### config.mk
export PLATFORM = sky130hd
export DESIGN_NAME = ser_rx_engine
export DESIGN_NICKNAME = d
export VERILOG_FILES = /design/src/rtl/ser_rx_pkg.sv /design/src/rtl/ser_rx_sync.sv /design/src/rtl/ser_rx_clkgen.sv /design/src/rtl/ser_rx_shift.sv /design/src/rtl/ser_rx_engine.sv
export SDC_FILE = /design/constraint.sdc
export NUM_CORES = 1
export LEC_CHECK = 0
export ABC_AREA = 1
export BUFFER_PORTS_ARGS = -buffer_cell sky130_fd_sc_hd__buf_4
export CAP_MARGIN = 15
export CORE_MARGIN = 1.5
export CORE_UTILIZATION = 55
export DETAILED_ROUTE_END_ITERATION = 6
export PLACE_DENSITY = 0.83
export SETUP_SLACK_MARGIN = 0.15
export SYNTH_ARGS = -nofsm -noshare
export SYNTH_HDL_FRONTEND = slang
export SYNTH_HIERARCHICAL = 1
export SYNTH_SLANG_ARGS = --single-unit
export TNS_END_PERCENT = 5
### constraint.sdc
create_clock -name clk -period 3.5 [get_ports clk]
set_clock_uncertainty 0.15 [all_clocks]
set_input_delay 0.7 -clock clk [delete_from_list [all_inputs] [get_ports clk]]
set_output_delay 0.7 -clock clk [all_outputs]
set_load 0.005 [all_outputs]
### src/rtl/ser_rx_pkg.sv
package ser_rx_pkg;
    typedef enum logic [1:0] {
        ST_IDLE   = 2'd0,
        ST_RUN    = 2'd1,
        ST_FINISH = 2'd2,
        ST_STALL  = 2'd3
    } rx_state_t;
endpackage

### src/rtl/ser_rx_sync.sv
module ser_rx_sync #(
    parameter int   STAGES  = 2,
    parameter logic RST_VAL = 1'b0
) (
    input  logic clk,
    input  logic rst_n,
    input  logic d_in,
    output logic q_out
);
    logic [STAGES-1:0] pipe;

    always_ff @(posedge clk or negedge rst_n) begin
        if (!rst_n) pipe <= {STAGES{RST_VAL}};
        else        pipe <= {pipe[STAGES-2:0], d_in};
    end

    assign q_out = pipe[STAGES-1];
endmodule

### src/rtl/ser_rx_clkgen.sv
module ser_rx_clkgen #(
    parameter int DIV_W = 4
) (
    input  logic             clk,
    input  logic             rst_n,
    input  logic             en,
    input  logic [DIV_W-1:0] div,
    output logic             sck_o,
    output logic             rise_o
);
    logic [DIV_W-1:0] cnt;
    logic             sck_q;
    logic             term;

    assign term = (cnt == div);

    always_ff @(posedge clk or negedge rst_n) begin
        if (!rst_n) begin
            cnt   <= '0;
            sck_q <= 1'b1;
        end else if (!en) begin
            cnt   <= '0;
            sck_q <= 1'b1;
        end else if (term) begin
            cnt   <= '0;
            sck_q <= ~sck_q;
        end else begin
            cnt   <= cnt + 1'b1;
        end
    end

    assign sck_o  = sck_q;
    assign rise_o = en && term && !sck_q;
endmodule

### src/rtl/ser_rx_shift.sv
module ser_rx_shift #(
    parameter int WORD_W = 8
) (
    input  logic              clk,
    input  logic              rst_n,
    input  logic              clear,
    input  logic              sample,
    input  logic              bit_in,
    output logic [WORD_W-1:0] word_o,
    output logic              done_o
);
    localparam int CNT_W = (WORD_W > 1) ? $clog2(WORD_W) : 1;
    localparam logic [CNT_W-1:0] LAST = CNT_W'(WORD_W - 1);

    logic [WORD_W-1:0] sh;
    logic [CNT_W-1:0]  cnt;
    logic              last;

    assign last   = (cnt == LAST);
    assign word_o = {bit_in, sh[WORD_W-1:1]};
    assign done_o = sample && last;

    always_ff @(posedge clk or negedge rst_n) begin
        if (!rst_n) begin
            sh  <= '0;
            cnt <= '0;
        end else if (clear) begin
            sh  <= '0;
            cnt <= '0;
        end else if (sample) begin
            sh  <= word_o;
            cnt <= last ? '0 : cnt + 1'b1;
        end
    end
endmodule

### src/rtl/ser_rx_engine.sv
module ser_rx_engine
    import ser_rx_pkg::*;
#(
    parameter int WORD_W      = 8,
    parameter int DIV_W       = 4,
    parameter int SYNC_STAGES = 2
) (
    input  logic              clk,
    input  logic              rst_n,
    input  logic              cfg_start,
    input  logic              cfg_inhibit,
    input  logic              cfg_ext_clk,
    input  logic [DIV_W-1:0]  cfg_div,
    input  logic              ext_sck,
    input  logic              ext_sdi,
    input  logic              rd_strobe,
    output logic              sck_out,
    output logic [WORD_W-1:0] rx_data,
    output logic              rx_full,
    output logic              rx_irq,
    output logic              rx_overrun,
    output logic              busy
);
    rx_state_t         state, state_nxt;
    logic              sck_s, sdi_s, sck_prev, ext_rise;
    logic              mode_q, mode_chg;
    logic              shifting, clk_en, int_rise, sample, shift_clear;
    logic              done;
    logic [WORD_W-1:0] word;

    ser_rx_sync #(.STAGES(SYNC_STAGES), .RST_VAL(1'b1)) u_sync_sck (
        .clk(clk), .rst_n(rst_n), .d_in(ext_sck), .q_out(sck_s));
    ser_rx_sync #(.STAGES(SYNC_STAGES), .RST_VAL(1'b0)) u_sync_sdi (
        .clk(clk), .rst_n(rst_n), .d_in(ext_sdi), .q_out(sdi_s));

    always_ff @(posedge clk or negedge rst_n) begin
        if (!rst_n) begin
            sck_prev <= 1'b1;
            mode_q   <= 1'b0;
        end else begin
            sck_prev <= sck_s;
            mode_q   <= cfg_ext_clk;
        end
    end

    assign ext_rise = sck_s && !sck_prev;
    assign mode_chg = (cfg_ext_clk != mode_q);
    assign shifting = (state == ST_RUN) || (state == ST_FINISH);
    assign clk_en   = shifting && !cfg_ext_clk && !mode_chg;

    ser_rx_clkgen #(.DIV_W(DIV_W)) u_clkgen (
        .clk(clk), .rst_n(rst_n), .en(clk_en), .div(cfg_div),
        .sck_o(sck_out), .rise_o(int_rise));

    assign sample = shifting && !mode_chg && !cfg_inhibit &&
                    (cfg_ext_clk ? ext_rise : int_rise);
    assign shift_clear = (state == ST_IDLE) || cfg_inhibit || mode_chg;

    ser_rx_shift #(.WORD_W(WORD_W)) u_shift (
        .clk(clk), .rst_n(rst_n), .clear(shift_clear), .sample(sample),
        .bit_in(sdi_s), .word_o(word), .done_o(done));

    // state register
    always_ff @(posedge clk or negedge rst_n) begin
        if (!rst_n) state <= ST_IDLE;
        else        state <= state_nxt;
    end

    // next-state logic
    always_comb begin
        state_nxt = state;
        if (mode_chg || cfg_inhibit) begin
            state_nxt = ST_IDLE;
        end else begin
            unique case (state)
                ST_IDLE: begin
                    if (cfg_start)
                        state_nxt = (!cfg_ext_clk && rx_full) ? ST_STALL : ST_RUN;
                end
                ST_RUN: begin
                    if (done) begin
                        if (!cfg_start)       state_nxt = ST_IDLE;
                        else if (!cfg_ext_clk) state_nxt = ST_STALL;
                        else                  state_nxt = ST_RUN;
                    end else if (!cfg_start) begin
                        state_nxt = ST_FINISH;
                    end
                end
                ST_FINISH: begin
                    if (done) state_nxt = ST_IDLE;
                end
                ST_STALL: begin
                    if (!cfg_start)     state_nxt = ST_IDLE;
                    else if (rd_strobe) state_nxt = ST_RUN;
                end
                default: state_nxt = ST_IDLE;
            endcase
        end
    end

    // output / buffer process
    always_ff @(posedge clk or negedge rst_n) begin
        if (!rst_n) begin
            rx_data    <= '0;
            rx_full    <= 1'b0;
            rx_irq     <= 1'b0;
            rx_overrun <= 1'b0;
        end else begin
            rx_irq <= 1'b0;
            if (mode_chg) begin
                rx_data    <= '0;
                rx_full    <= 1'b0;
                rx_overrun <= 1'b0;
            end else if (done) begin
                rx_data <= word;
                rx_full <= 1'b1;
                rx_irq  <= 1'b1;
                if (rx_full && !rd_strobe) rx_overrun <= 1'b1;
            end else if (rd_strobe) begin
                rx_full <= 1'b0;
            end
        end
    end

    assign busy = (state != ST_IDLE);
endmodule

---- After elaboration in Yosys (flattened, before gate mapping) ----
Index checks and enable logic that the tools add are counted.
word-level totals
  register bits ........................... 35
  logic and storage cells ................. 87
  input bits .............................. 12
  output and inout port bits .............. 13
cells by class
  equal/unequal tests ..................... 11
  bitwise logic cells ..................... 1
  add/sub/neg operators ................... 2
  multiplexer cells ....................... 31
  reduce and logical (&&, ||, !) cells .... 29
operators by type and width
  operator                                                          number
  8-bit 2-to-1 mux                                                  4
  2-bit 2-to-1 mux                                                  10
  1-bit logical AND                                                 11
  1-bit 2-to-1 mux                                                  11
  3-bit 2-to-1 mux                                                  3
  4-bit 2-to-1 mux                                                  2
  2-bit one-hot mux with 4 select lines                             1
  2-bit nonzero test                                                4
  1-bit zero test                                                   6
  3-bit by 2-bit != test with 1-bit output (second input constant)  2
  4-bit by 1-bit adder with 4-bit output (second input constant)    1
  2-bit == test (second input constant)                             2
  4-bit == test                                                     1
  1-bit logical OR                                                  4
  4-bit by 3-bit != test with 1-bit output (second input constant)  1
  4-bit != test (second input constant)                             1
  4-bit AND reduction                                               1
  3-bit by 1-bit adder with 3-bit output (second input constant)    1
  3-bit == test (second input constant)                             1
  3-bit nonzero test                                                1
  2-bit by 1-bit == test with 1-bit output (second input constant)  1
  2-bit zero test                                                   1
  2-bit != test (second input constant)                             1
  2-bit AND reduction                                               1
  other kinds (2)                                                   2

---- Longest topological paths before layout ----
  depth after elaboration ................. 12
  mapped depth ............................ 18
  mapped depth without buffers ............ 17

---- Cells and area by module ----
The synthesis kept the hierarchy.
by module, submodules not included
  module                    seq. area each (µm²)  cells an instance  instances  area each (µm²)
  ser_rx_engine             376.6                 94                 1          753.2
  ser_rx_shift              250.2                 49                 1          445.4
  ser_rx_clkgen             126.4                 44                 1          311.5
  ser_rx_sync (u_sync_sck)  52.6                  2                  1          52.6
  ser_rx_sync (u_sync_sdi)  50.0                  2                  1          50.0

---- Worst setup path before layout ----
OpenSTA, ideal clock, no wires.
  path kind ............................... in2reg
  start ................................... input cfg_ext_clk
  end ..................................... register state[1]
  stages .................................. 17
  buffers on the path ..................... 1
  path slack .............................. 1.017 ns
  data arrival time ....................... 2.217 ns
  required time ........................... 3.233 ns
  setup time .............................. 0.117 ns
  path through ............................ inv_1 -> nand2_1 -> nor2_1 -> nand3_1 -> nor2_1 -> a21oi_1 -> nor2_1 -> buf_6 -> nand2_1 -> inv_1 -> inv_1 -> nand2_1 -> nand2_1 -> nor2_1 -> nor2_1 -> nor2_1 -> nor2_1
on the way
  word-level cells in the longest chain between the ends .. 11
  elaborated cells between the ends (all ways) .. 26
  those cells by class .................... 5 x eq/ne; 8 x mux; 13 x reduce/logical
ends and longest elaborated chain
  what                                                         line                 text
  start, declared                                              ser_rx_engine.sv:12  input logic cfg_ext_clk,
  1-bit != test / 1-bit zero test (equally long branches)      n/a
  1-bit zero test / 1-bit logical AND (equally long branches)  ser_rx_engine.sv:49  assign clk_en = shifting && !cfg_ext_clk && !mode_chg;
  1-bit logical AND *                                          ser_rx_engine.sv:49
  net clk_en                                                   ser_rx_engine.sv:27  logic shifting, clk_en, int_rise, sample, shift_clear;
  1-bit logical AND * (2 in a row)                             ser_rx_clkgen.sv:33  assign rise_o = en && term && !sck_q;
  net int_rise                                                 ser_rx_engine.sv:27
  1-bit 2-to-1 mux *                                           ser_rx_engine.sv:56  (cfg_ext_clk ? ext_rise : int_rise);
  1-bit logical AND *                                          ser_rx_engine.sv:55  assign sample = shifting && !mode_chg && !cfg_inhibit &&
  net sample                                                   ser_rx_engine.sv:27
  1-bit logical AND *                                          ser_rx_shift.sv:21   assign done_o = sample && last;
  net done                                                     ser_rx_engine.sv:28  logic done;
  2-bit 2-to-1 mux                                             ser_rx_engine.sv:81  if (done) begin
  2-bit one-hot mux with 4 select lines                        ser_rx_engine.sv:75  unique case (state)
  2-bit 2-to-1 mux                                             ser_rx_engine.sv:72  if (mode_chg || cfg_inhibit) begin
  end signal, assigned                                         ser_rx_engine.sv:66  else state <= state_nxt;
  end, declared                                                ser_rx_engine.sv:24  rx_state_t state, state_nxt;
The timed path passes the listed nets; every way through them passes the cells marked *. The select of a mux whose other input is x is not followed.
A chain may end at the register's enable or synchronous reset.

---- Worst setup path after layout ----
  start ................................... register state[1]
  end ..................................... register state[1]
on the way
  word-level cells in the longest chain between the ends .. 12
  elaborated cells between the ends (all ways) .. 22
  those cells by class .................... 7 x eq/ne; 4 x mux; 11 x reduce/logical
ends and longest elaborated chain
  what                                                                              line                 text
  2-bit by 1-bit == test with 1-bit output / 2-bit == test (equally long branches)  ser_rx_engine.sv:48  assign shifting = (state == ST_RUN) || (state == ST_FINISH);
  1-bit logical OR *                                                                ser_rx_engine.sv:48
  1-bit logical AND * (2 in a row)                                                  ser_rx_engine.sv:49
  net clk_en                                                                        ser_rx_engine.sv:27
  1-bit logical AND * (2 in a row)                                                  ser_rx_clkgen.sv:33
  net int_rise                                                                      ser_rx_engine.sv:27
  1-bit 2-to-1 mux *                                                                ser_rx_engine.sv:56
  1-bit logical AND *                                                               ser_rx_engine.sv:55
  net sample                                                                        ser_rx_engine.sv:27
  1-bit logical AND *                                                               ser_rx_shift.sv:21
  net done                                                                          ser_rx_engine.sv:28
  2-bit 2-to-1 mux                                                                  ser_rx_engine.sv:81
  2-bit one-hot mux with 4 select lines                                             ser_rx_engine.sv:75
  2-bit 2-to-1 mux                                                                  ser_rx_engine.sv:72
The timed path passes the listed nets; every way through them passes the cells marked *.

==> report_table.html <==
<table>
<tr><th>Metric</th><th>Value</th></tr>
<tr><th colspan="2">Status</th></tr>
<tr><td>Result of the run</td><td>finished, final reports clean</td></tr>
<tr><th colspan="2">Routing</th></tr>
<tr><td>Drt pass-1 iters</td><td>4</td></tr>
<tr><td>Routed via count</td><td>1211</td></tr>
<tr><td>Drt initial violations</td><td>37</td></tr>
<tr><td>Wire length reported by the detailed router</td><td>2.67 mm</td></tr>
<tr><td>Residual DRC</td><td>0</td></tr>
<tr><td>Number of nets with antenna violations after routing</td><td>0</td></tr>
<tr><td>Per-cell via count in the routed design</td><td>between 4 and 5</td></tr>
<tr><td>Routed len/inst</td><td>between 10 and 15 µm</td></tr>
<tr><th colspan="2">Final layout</th></tr>
<tr><td>Filler Cells Inserted</td><td>around 240</td></tr>
<tr><td>Count of nets after finishing</td><td>240</td></tr>
<tr><td>Utilization after layout</td><td>between 60% and 70%</td></tr>
<tr><td>Footprint of the multi-input gates</td><td>651 µm²</td></tr>
<tr><td>Proportion of layout cells with a drive suffix above 1</td><td>22.2%</td></tr>
<tr><td>Antenna diode instance count</td><td>0</td></tr>
<tr><td>Count of placed standard cells in the final layout, fillers left out</td><td>252</td></tr>
<tr><td>Storage cell area</td><td>between 800 and 900 µm²</td></tr>
<tr><td>Area growth syn-to-layout</td><td>16.5%</td></tr>
<tr><th colspan="2">Placed design</th></tr>
<tr><td>Number of buffer cells added on primary ports</td><td>24</td></tr>
<tr><td>Total half-perimeter wirelength after legalization and detailed placement</td><td>around 2 mm</td></tr>
<tr><td>Placed cells</td><td>roughly 240</td></tr>
<tr><td>Global placement routability congestion</td><td>about 0.79</td></tr>
<tr><th colspan="2">Timing</th></tr>
<tr><td>RSZ-0062 raised after global routing</td><td>no</td></tr>
<tr><td>Remaining max-slew budget at the tightest pin</td><td>between 70% and 80%</td></tr>
<tr><td>Period minus WS final</td><td>2.67 ns</td></tr>
<tr><td>Final Hold Violating Endpoints</td><td>0</td></tr>
<tr><td>Highest Clock Rate</td><td>~0.37 GHz</td></tr>
<tr><td>Final setup violation count</td><td>0</td></tr>
<tr><td>Period utilisation layout</td><td>~76%</td></tr>
<tr><td>Post-Route Setup TNS</td><td>0 ns</td></tr>
<tr><td>Slew at the pin closest to its max-slew limit</td><td>roughly 0.41 ns</td></tr>
<tr><td>Number of slew-limit violations in the final report</td><td>0</td></tr>
<tr><th colspan="2">Critical path</th></tr>
<tr><td>Arrival time of the worst setup path</td><td>around 2.8 ns</td></tr>
<tr><td>Worst-path maximum fanout</td><td>12</td></tr>
<tr><td>Launch point of the critical path</td><td>state[1]$_DFFE_PN0P_</td></tr>
<tr><td>Source of the worst register-to-register timing path</td><td>state[1]$_DFFE_PN0P_</td></tr>
<tr><td>Type of element launching the critical path</td><td>flop</td></tr>
<tr><td>Nature of the critical path endpoint</td><td>flop</td></tr>
<tr><td>Crit path kind</td><td>flop to flop</td></tr>
<tr><td>Required time of the critical path</td><td>3.59 ns</td></tr>
<tr><th colspan="2">Die</th></tr>
<tr><td>Starting utilization of the core area</td><td>58.5%</td></tr>
<tr><td>Chip height</td><td>about 57 µm</td></tr>
<tr><td>Row count</td><td>19</td></tr>
<tr><td>Horiz. Die Dim</td><td>57.2 µm</td></tr>
<tr><td>Count of boundary I/O pins</td><td>25</td></tr>
<tr><td>Core Box Area</td><td>2760 µm²</td></tr>
<tr><td>Die Area</td><td>between 3000 and 4000 µm²</td></tr>
<tr><th colspan="2">Synth</th></tr>
<tr><td>Netlist cell types</td><td>20</td></tr>
<tr><td>Cells after Synth</td><td>around 190</td></tr>
<tr><td>Avg Cell Area, Syn</td><td>8.44 µm²</td></tr>
<tr><td>Syn_nets</td><td>~210</td></tr>
<tr><td>Seq/Total Area, Yosys</td><td>between 50 and 60%</td></tr>
<tr><td>Mapped Area</td><td>~1600 µm²</td></tr>
<tr><td>Warnings from Yosys</td><td>6</td></tr>
<tr><td>Count of state elements after synthesis</td><td>34</td></tr>
<tr><th colspan="2">Pwr</th></tr>
<tr><td>Worst VDD drop</td><td>0.344 mV</td></tr>
<tr><td>Total Power Consumption</td><td>roughly 0.00074 W</td></tr>
<tr><td>Leakage power total</td><td>~1.1 nW</td></tr>
<tr><td>Power density normalized to cell area</td><td>approximately 390 nW/µm²</td></tr>
<tr><th colspan="2">Min path</th></tr>
<tr><td>Tightest Hold Check Type</td><td>primary input to asynchronous set/reset pin</td></tr>
<tr><th colspan="2">CTS</th></tr>
<tr><td>Setup Fix Bufs, Post-CTS</td><td>0</td></tr>
<tr><td>Number of buffers inserted by hold repair at cts</td><td>0</td></tr>
<tr><td>Number of instances resized during post-cts repair</td><td>0</td></tr>
<tr><td>Buffer cell driving the clock tree root</td><td>sky130_fd_sc_hd__clkbuf_4</td></tr>
<tr><td>Buffers from clock root to sink, at most</td><td>2</td></tr>
<tr><td>Sinks on Clock Net</td><td>34</td></tr>
<tr><td>Number of buffers created by CTS</td><td>5</td></tr>
<tr><td>Later-pin clock latency in the skew report</td><td>0.34 ns</td></tr>
<tr><td>Clock tree from TritonCTS</td><td>built</td></tr>
<tr><td>Number of H-tree levels</td><td>2</td></tr>
<tr><td>Clock-pin slew on the worst setup and hold paths</td><td>0.10 ns</td></tr>
<tr><th colspan="2">GRT</th></tr>
<tr><td>Global routing usage summed across all routing layers</td><td>between 10% and 20%</td></tr>
<tr><td>Number of global-route vias before repair</td><td>around 1200</td></tr>
<tr><td>Global route total overflow</td><td>0</td></tr>
<tr><td>Largest net degree at the start of global routing</td><td>35</td></tr>
<tr><td>Initial antenna violation count</td><td>0</td></tr>
<tr><td>Wire length of the first global-routing pass</td><td>between 4 and 5 mm</td></tr>
<tr><th colspan="2">Job</th></tr>
<tr><td>Maximum Capacitance Violations</td><td>0</td></tr>
</table>
-- cell usage after synthesis --
library cell              number  share of area [%]
sky130_fd_sc_hd__nand2_1      67                 16
sky130_fd_sc_hd__dfrtp_1      30                 47
sky130_fd_sc_hd__nand3_1      22                6.8
sky130_fd_sc_hd__nor2_1       21                4.9
sky130_fd_sc_hd__inv_1        18                4.2
sky130_fd_sc_hd__ha_1          8                6.2
sky130_fd_sc_hd__dfstp_2       4                6.5
sky130_fd_sc_hd__inv_2         4               0.93
sky130_fd_sc_hd__a21oi_1       3               0.93
sky130_fd_sc_hd__nand2_2       3                1.2
sky130_fd_sc_hd__nor2_2        2               0.78
sky130_fd_sc_hd__buf_2         1               0.31
sky130_fd_sc_hd__buf_4         1               0.47
sky130_fd_sc_hd__buf_6         1               0.70
sky130_fd_sc_hd__nand2_4       1               0.70
sky130_fd_sc_hd__nor2_4        1               0.70
sky130_fd_sc_hd__o21a_1        1               0.47
sky130_fd_sc_hd__xnor2_1       1               0.54
sky130_fd_sc_hd__xor2_1        1               0.54
sky130_fd_sc_hd__xor2_2        1                1.0
-- sequential cells by signal, summed over array words and instances (netlist names) --
name / cells
rx_data: 8
u_shift/sh: 7
u_clkgen/cnt: 4
u_shift/cnt: 3
state: 2
u_sync_sck/pipe: 2
u_sync_sdi/pipe: 2
mode_q: 1
rx_full: 1
rx_irq: 1
rx_overrun: 1
sck_prev: 1
u_clkgen/sck_o: 1
-- metal layers --
| layer | GRT usage [%] | part of all wire (%) |
|---|---|---|
| met1 | 24.4 | 49 |
| met2 | 29.4 | 45 |
| met3 | 4.76 | 4.4 |
| met4 | 12.0 | 1.8 |
| met5 | 0 | 0 |
-- critical path, stage by stage (launching register included) --
cell and delay [ns]:
sky130_fd_sc_hd__dfrtp_1 0.40, sky130_fd_sc_hd__inv_1 0.10, sky130_fd_sc_hd__ha_1 0.31, sky130_fd_sc_hd__nand2_1 0.06
sky130_fd_sc_hd__nor2_1 0.20, sky130_fd_sc_hd__nand3_1 0.13, sky130_fd_sc_hd__nor2_1 0.10, sky130_fd_sc_hd__a21oi_1 0.07
sky130_fd_sc_hd__nor2_1 0.11, sky130_fd_sc_hd__buf_4 0.19, sky130_fd_sc_hd__nand2_1 0.07, sky130_fd_sc_hd__inv_1 0.09
sky130_fd_sc_hd__inv_1 0.18, sky130_fd_sc_hd__nand2_1 0.10, sky130_fd_sc_hd__nand2_1 0.05, sky130_fd_sc_hd__nor2_1 0.09
sky130_fd_sc_hd__nor2_1 0.04, sky130_fd_sc_hd__nor2_1 0.08, sky130_fd_sc_hd__nor2_1 0.05
-- kinds of logic after synthesis --
family / share of synthesized area, %
and+or+nand+nor: 30.6
DFF: 53.1
buffers and inverters: 6.59
adders and majority gates: 6.21
AOI/OAI and AO/OA: 1.40
xor gates and xnor gates: 2.10
-- through the flow --
stage	hold slack, ns	setup slack, ns	cell area, µm²
global route	0.149	0.572	1880
global placement	0.184	0.759	1820
detailed placement	0.197	0.704	1820
floorplan	0.181	1.02	1610
CTS	0.139	0.835	1880
finish	0.130	0.831	1880
-- worst paths after layout --
path	slack, ns	cells past startpoint	to
max	0.83	18	state[1]$_DFFE_PN0P_
min	0.13	1	u_sync_sdi/pipe[1]$_DFF_PN0_
max reg2reg	0.83	18	state[1]$_DFFE_PN0P_
min reg2reg	0.21	0	u_sync_sck/pipe[1]$_DFF_PN1_
max in group asynchronous	2.74	1	sck_prev$_DFF_PN1_
min in group clk	0.21	0	u_sync_sck/pipe[1]$_DFF_PN1_
-- area by class of cell --
cell class              instances  share of cell area (%)
multi-input cells             132                    34.6
repair buffers                 25                    9.99
clock buffers                   6                    2.73
well taps                      31                    2.06
inverters                      22                    4.39
clock inverters                 2                   0.666
flip-flops and latches         34                    45.5
-- power by group --
part	total (W)	internal, W	leakage, nW	switching [W]
registers	0.000415	0.000406	0.453	0.00000821
clock network	0.000228	0.0000964	0.0343	0.000131
logic	0.0000937	0.0000372	0.577	0.0000565
total	0.000736	0.000540	1.06	0.000196
-- cells in the final DEF, fill, tap and decap left out --
master,instances
sky130_fd_sc_hd__nand2_2,3
sky130_fd_sc_hd__nand2_4,1
sky130_fd_sc_hd__clkinv_2,1
sky130_fd_sc_hd__nor2_1,21
sky130_fd_sc_hd__xor2_1,1
sky130_fd_sc_hd__xor2_2,1
sky130_fd_sc_hd__inv_2,4
sky130_fd_sc_hd__dfstp_2,4
sky130_fd_sc_hd__nand3_1,22
sky130_fd_sc_hd__inv_1,18
sky130_fd_sc_hd__a21oi_1,3
sky130_fd_sc_hd__ha_1,8
sky130_fd_sc_hd__nand2_1,67
sky130_fd_sc_hd__clkinvlp_4,1
sky130_fd_sc_hd__nor2_2,2
sky130_fd_sc_hd__clkbuf_4,5
sky130_fd_sc_hd__clkbuf_8,1
sky130_fd_sc_hd__nor2_4,1
sky130_fd_sc_hd__o21a_1,1
sky130_fd_sc_hd__dfrtp_1,30
sky130_fd_sc_hd__xnor2_1,1
sky130_fd_sc_hd__buf_4,25
(Power assumes the default switching activity.)
